[src/rtl/ucl_pkg.sv]
package ucl_pkg;
    typedef enum logic [1:0] {
        LM_NORMAL   = 2'd0,
        LM_BREAK    = 2'd1,
        LM_LOOP     = 2'd2,
        LM_LOOP_BRK = 2'd3
    } line_mode_e;

    localparam int BRK_BIT  = 6;
    localparam int DIV_BIT  = 7;
    localparam int DTR_BIT  = 0;
    localparam int RTS_BIT  = 1;
    localparam int OP1_BIT  = 2;
    localparam int OP2_BIT  = 3;
    localparam int LOOP_BIT = 4;
    localparam int MCR_USED = 5;
endpackage

[src/rtl/ucl_regs.sv]
module ucl_regs #(
    parameter int ADDR_W   = 3,
    parameter int DATA_W   = 8,
    parameter int LCR_ADDR = 3,
    parameter int MCR_ADDR = 4
) (
    input  logic              clk,
    input  logic              rst_n,
    input  logic [ADDR_W-1:0] addr,
    input  logic [DATA_W-1:0] wdata,
    input  logic              wr_en,
    output logic [DATA_W-1:0] rd_data,
    output logic [DATA_W-1:0] lcr_q,
    output logic [DATA_W-1:0] mcr_q,
    output logic              lcr_wr,
    output logic              mcr_wr
);
    import ucl_pkg::*;

    localparam logic [DATA_W-1:0] MCR_MASK = DATA_W'((1 << MCR_USED) - 1);

    assign lcr_wr = wr_en && (addr == ADDR_W'(LCR_ADDR));
    assign mcr_wr = wr_en && (addr == ADDR_W'(MCR_ADDR));

    always_ff @(posedge clk or negedge rst_n) begin
        if (!rst_n) begin
            lcr_q <= '0;
            mcr_q <= '0;
        end else begin
            if (lcr_wr) lcr_q <= wdata;
            if (mcr_wr) mcr_q <= wdata & MCR_MASK;
        end
    end

    always_comb begin
        if (addr == ADDR_W'(LCR_ADDR))      rd_data = lcr_q;
        else if (addr == ADDR_W'(MCR_ADDR)) rd_data = mcr_q;
        else                                rd_data = '0;
    end


    mcr_unused_zero_chk: assert property (@(posedge clk) disable iff (!rst_n)
        mcr_q[DATA_W-1:MCR_USED] == '0);


    lcr_hold_chk: assert property (@(posedge clk) disable iff (!rst_n)
        !lcr_wr |=> $stable(lcr_q));
endmodule

[src/rtl/ucl_mode_fsm.sv]
module ucl_mode_fsm (
    input  logic                  clk,
    input  logic                  rst_n,
    input  logic                  lcr_wr,
    input  logic                  mcr_wr,
    input  logic                  brk_bit,
    input  logic                  loop_bit,
    output ucl_pkg::line_mode_e   mode
);
    import ucl_pkg::*;

    line_mode_e state, state_nx;

    always_ff @(posedge clk or negedge rst_n) begin
        if (!rst_n) state <= LM_NORMAL;
        else        state <= state_nx;
    end

    always_comb begin
        state_nx = state;
        unique case (state)
            LM_NORMAL: begin
                if (lcr_wr && brk_bit)       state_nx = LM_BREAK;
                else if (mcr_wr && loop_bit) state_nx = LM_LOOP;
            end
            LM_BREAK: begin
                if (lcr_wr && !brk_bit)      state_nx = LM_NORMAL;
                else if (mcr_wr && loop_bit) state_nx = LM_LOOP_BRK;
            end
            LM_LOOP: begin
                if (lcr_wr && brk_bit)        state_nx = LM_LOOP_BRK;
                else if (mcr_wr && !loop_bit) state_nx = LM_NORMAL;
            end
            LM_LOOP_BRK: begin
                if (lcr_wr && !brk_bit)       state_nx = LM_LOOP;
                else if (mcr_wr && !loop_bit) state_nx = LM_BREAK;
            end
            default: state_nx = LM_NORMAL;
        endcase
    end

    assign mode = state;


    brk_entry_chk: assert property (@(posedge clk) disable iff (!rst_n)
        (lcr_wr && brk_bit) |=> (state == LM_BREAK || state == LM_LOOP_BRK));


    loop_entry_chk: assert property (@(posedge clk) disable iff (!rst_n)
        (mcr_wr && loop_bit) |=> (state == LM_LOOP || state == LM_LOOP_BRK));
endmodule

[src/rtl/ucl_pin_mux.sv]
module ucl_pin_mux (
    input  logic                 clk,
    input  logic                 rst_n,
    input  ucl_pkg::line_mode_e  mode,
    input  logic [3:0]           mctl,
    input  logic                 tx_serial_in,
    input  logic                 rx_pin,
    input  logic                 cts_n,
    input  logic                 dsr_n,
    input  logic                 ri_n,
    input  logic                 dcd_n,
    output logic                 tx_pin,
    output logic                 rx_to_rcv,
    output logic                 dtr_n,
    output logic                 rts_n,
    output logic                 op1_n,
    output logic                 op2_n,
    output logic                 cts_st,
    output logic                 dsr_st,
    output logic                 ri_st,
    output logic                 dcd_st
);
    import ucl_pkg::*;

    logic looped;

    always_comb begin
        looped = 1'b0;
        tx_pin = tx_serial_in;
        unique case (mode)
            LM_NORMAL:   begin looped = 1'b0; tx_pin = tx_serial_in; end
            LM_BREAK:    begin looped = 1'b0; tx_pin = 1'b0;         end
            LM_LOOP:     begin looped = 1'b1; tx_pin = 1'b1;         end
            LM_LOOP_BRK: begin looped = 1'b1; tx_pin = 1'b1;         end
            default:     begin looped = 1'b0; tx_pin = tx_serial_in; end
        endcase
    end

    always_comb begin
        if (looped) begin
            rx_to_rcv = tx_serial_in;
            {op2_n, op1_n, rts_n, dtr_n} = 4'b1111;
            dsr_st = mctl[DTR_BIT];
            cts_st = mctl[RTS_BIT];
            ri_st  = mctl[OP1_BIT];
            dcd_st = mctl[OP2_BIT];
        end else begin
            rx_to_rcv = rx_pin;
            dtr_n  = ~mctl[DTR_BIT];
            rts_n  = ~mctl[RTS_BIT];
            op1_n  = ~mctl[OP1_BIT];
            op2_n  = ~mctl[OP2_BIT];
            cts_st = ~cts_n;
            dsr_st = ~dsr_n;
            ri_st  = ~ri_n;
            dcd_st = ~dcd_n;
        end
    end


    brk_tx_low_chk: assert property (@(posedge clk) disable iff (!rst_n)
        (mode == LM_BREAK) |-> !tx_pin);


    loop_tx_idle_chk: assert property (@(posedge clk) disable iff (!rst_n)
        (mode == LM_LOOP || mode == LM_LOOP_BRK) |-> (tx_pin && rx_to_rcv == tx_serial_in));


    loop_pins_idle_chk: assert property (@(posedge clk) disable iff (!rst_n)
        (mode == LM_LOOP || mode == LM_LOOP_BRK) |-> (dtr_n && rts_n && op1_n && op2_n));
endmodule

[src/rtl/uart_line_ctrl.sv]
module uart_line_ctrl #(
    parameter int ADDR_W   = 3,
    parameter int DATA_W   = 8,
    parameter int LCR_ADDR = 3,
    parameter int MCR_ADDR = 4
) (
    input  logic              clk,
    input  logic              rst_n,
    input  logic [ADDR_W-1:0] addr,
    input  logic [DATA_W-1:0] wdata,
    input  logic              wr_en,
    output logic [DATA_W-1:0] rd_data,
    input  logic              tx_serial_in,
    input  logic              rx_pin,
    output logic              tx_pin,
    output logic              rx_to_rcv,
    output logic              div_access,
    output logic              dtr_n,
    output logic              rts_n,
    output logic              op1_n,
    output logic              op2_n,
    input  logic              cts_n,
    input  logic              dsr_n,
    input  logic              ri_n,
    input  logic              dcd_n,
    output logic              cts_st,
    output logic              dsr_st,
    output logic              ri_st,
    output logic              dcd_st
);
    import ucl_pkg::*;

    logic [DATA_W-1:0] lcr_q, mcr_q;
    logic              lcr_wr, mcr_wr;
    line_mode_e        mode;

    ucl_regs #(
        .ADDR_W(ADDR_W), .DATA_W(DATA_W), .LCR_ADDR(LCR_ADDR), .MCR_ADDR(MCR_ADDR)
    ) u_regs (
        .clk(clk), .rst_n(rst_n), .addr(addr), .wdata(wdata), .wr_en(wr_en),
        .rd_data(rd_data), .lcr_q(lcr_q), .mcr_q(mcr_q),
        .lcr_wr(lcr_wr), .mcr_wr(mcr_wr)
    );

    ucl_mode_fsm u_fsm (
        .clk(clk), .rst_n(rst_n), .lcr_wr(lcr_wr), .mcr_wr(mcr_wr),
        .brk_bit(wdata[BRK_BIT]), .loop_bit(wdata[LOOP_BIT]), .mode(mode)
    );

    ucl_pin_mux u_mux (
        .clk(clk), .rst_n(rst_n), .mode(mode), .mctl(mcr_q[3:0]),
        .tx_serial_in(tx_serial_in), .rx_pin(rx_pin),
        .cts_n(cts_n), .dsr_n(dsr_n), .ri_n(ri_n), .dcd_n(dcd_n),
        .tx_pin(tx_pin), .rx_to_rcv(rx_to_rcv),
        .dtr_n(dtr_n), .rts_n(rts_n), .op1_n(op1_n), .op2_n(op2_n),
        .cts_st(cts_st), .dsr_st(dsr_st), .ri_st(ri_st), .dcd_st(dcd_st)
    );

    assign div_access = lcr_q[DIV_BIT];


    div_follow_chk: assert property (@(posedge clk) disable iff (!rst_n)
        lcr_wr |=> (div_access == $past(wdata[DIV_BIT])));


    dtr_drive_chk: assert property (@(posedge clk) disable iff (!rst_n)
        (mcr_wr && !wdata[LOOP_BIT]) |=> (dtr_n == !$past(wdata[DTR_BIT])));


    mode_regs_agree_chk: assert property (@(posedge clk) disable iff (!rst_n)
        ((mode == LM_LOOP_BRK) == (lcr_q[BRK_BIT] && mcr_q[LOOP_BIT])));
endmodule

[config.mk]
export PLATFORM = sky130hd
export DESIGN_NAME = uart_line_ctrl
export DESIGN_NICKNAME = d
export VERILOG_FILES = /design/src/rtl/ucl_pkg.sv /design/src/rtl/ucl_regs.sv /design/src/rtl/ucl_mode_fsm.sv /design/src/rtl/ucl_pin_mux.sv /design/src/rtl/uart_line_ctrl.sv
export SDC_FILE = /design/constraint.sdc
export NUM_CORES = 1
export LEC_CHECK = 0
export ABC_AREA = 0
export CAP_MARGIN = 5
export CORE_MARGIN = 2
export CORE_UTILIZATION = 43
export CTS_CLUSTER_DIAMETER = 50
export DETAILED_ROUTE_END_ITERATION = 16
export PLACE_DENSITY = 0.83
export SETUP_SLACK_MARGIN = 0.15
export SYNTH_ARGS = -nofsm -noshare
export SYNTH_HDL_FRONTEND = slang
export SYNTH_HIERARCHICAL = 1
export SYNTH_SLANG_ARGS = --single-unit
[constraint.sdc]
create_clock -name clk -period 2.86 [get_ports clk]
set_clock_uncertainty 0.1 [all_clocks]
set_input_delay 0.858 -clock clk [delete_from_list [all_inputs] [get_ports clk]]
set_output_delay 0.858 -clock clk [all_outputs]
set_load 0.005 [all_outputs]
==> impl_metrics.toml <==
[cts]
cts_max_level = 1
clk_pin_slew_ns = 0.09
cts_tree = "yes"
cts_buffers = 3
clockBufferDepth = 2
cts.sinks = 15
clk-insertion-delay-late_ns = 0.27
ctsHoldBuffers = 0
root_buffer = "clkbuf_4"

[setup_path]
critPathRequiredTime_ns = 1.90
worst-path-max-fanout = 5
arrival_ns = 1.77
end_kind = "output pin"
worstSetupPathType = "input pin to output pin"
critPathLaunchType = "input pin"

[sta]
setup_viol = 0
fmax_mhz = 367.2
period_needed_ns = 2.723
slew-limit-headroom_pct = 54.09
slew_viol_final = 0
rsz0062_at_grt = "true"
worst_slew_pin_slew_ns = 0.6864
hold_viol = 0
finalCritPeriodShare_pct = 95.23
whs_ns = 0.4128

[global_route]
grt_first_pass_wirelength_um = 3146
grt_overflow_total = 0
track_usage_pct = 20.70
grt_pass1_vias = 688
antenna_found_initial = 0
grt_max_degree = 16

[route]
drt-vias-per-instance = 4.921
vias = 684
wl_per_cell_um = 14.63
drc = 0
first_pass_iters = 2
drt-total-wl_um = 2034
ant_nets = 0
drtIter0Drc = 4

[placed_design]
port_buffers = 38
globalplace.congestion = 0.7479
placed_cells = 129
hpwl_um = 1526

[floorplan]
fp.dieH_um = 47.36
start_util_pct = 46.31
rows = 15
die_area_um2 = 2243
fp.coreArea_um2 = 1745
ios = 39
die_width_um = 47.36

[power_and_ir_drop]
power_uw = 646.5
leakage_uw = 0.0006243
p_clk_share_pct = 18.3
ir_worst_vdd_mv = 0.3069
power_frac_comb_pct = 34.7
p_int_uw = 464.5
power_frac_seq_pct = 47.0
p_sw_uw = 182.0
swShare_pct = 28.15
power.density_nw_per_um2 = 495.4

[synth]
synthCells = 63
ys_warn_count = 6
synth_area_um2 = 808.3
synth_nets = 83
syn_avg_cell_area_um2 = 12.83

[status]
status = "finished clean"

[flow_run]
maxCapViolations = 0

[finish]
fin_cells = 139
multi_input_area_um2 = 407.9
syn_to_final_growth_pct = 61.45
final_cell_mix = "21 x clkdlybuf4s50_1, 15 x dfrtp_1, 9 x mux2_2"
nets = 135
drive_gt1_share_pct = 40.35
mostFrequentLayoutCell = "clkdlybuf4s50_1"
fill_cells = 137
diodes = 0
seq_area_um2 = 375.4
utilization_pct = 74.77

[min_path]
hold_class = "register to register"
[metal layers]
layer	up-vias	track usage (%)	wire length, µm
met3	2	4.615	125
li1	329	-	-
met2	27	38.92	1021
met4	0	5.000	18
met5	-	0	0
met1	326	23.32	868
[metrics by stage]
step	worst slack [ns]	setup TNS (ns)	instance area, µm²
finish	0.1365	0	1305
floorplan	0.4616	0	808.3
global placement	-0.4479	-3.439	1242
CTS	0.09719	0	1284
global route	0.1192	0	1305
detailed placement	-0.4623	-3.607	1242
[power by group through the flow]
stage               Combinational [µW]  Clock (µW)  Sequential [µW]
global route                       246         133              312
floorplan                          120           0              289
CTS                                224         121              305
finish                             225         118              304
global placement                   232           0              303
detailed placement                 240           0              309
[sequential cells by signal (all words and copies together), names as in the netlist]
| register | cells |
|---|---|
| u_regs/lcr_q | 8 |
| u_regs/mcr_q | 5 |
| u_fsm/mode | 2 |
[timing repair]
action,CTS,global route
setup endpoints to repair,14,3
gates resized for setup,48,8
endpoints found under the hold margin,0,0
buffers inserted,6,0
pin swaps,1,3
[final timing paths]
check	from	endpoint	slack, ns	cells after the start
max	addr[1]	rd_data[0]	0.14	6
min in group asynchronous	rst_n	u_regs/lcr_q[2]	0.89	1
max in group asynchronous	rst_n	u_regs/mcr_q[3]	1.33	1
min reg2reg	u_regs/lcr_q[6]	u_regs/lcr_q[6]	0.41	1
min	u_regs/lcr_q[6]	u_regs/lcr_q[6]	0.41	1
max reg2reg	u_fsm/mode[0]	u_fsm/mode[1]	1.59	3
[worst max-delay path, stage by stage]
cell and delay, ns:
buf_8 0.10, and3b_2 0.25, buf_6 0.13, buf_6 0.10, a22o_1 0.20, buf_2 0.13
[area by class of cell]
class	instances	share of cell area, %
sequential	15	28.76
multi-input combinational	43	31.26
timing repair buffer	50	34.90
tap	25	2.397
clock inverter	1	0.3835
clock buffer	3	1.726
inverter	2	0.5753
No activity file was read; power rests on OpenSTA's default activity.
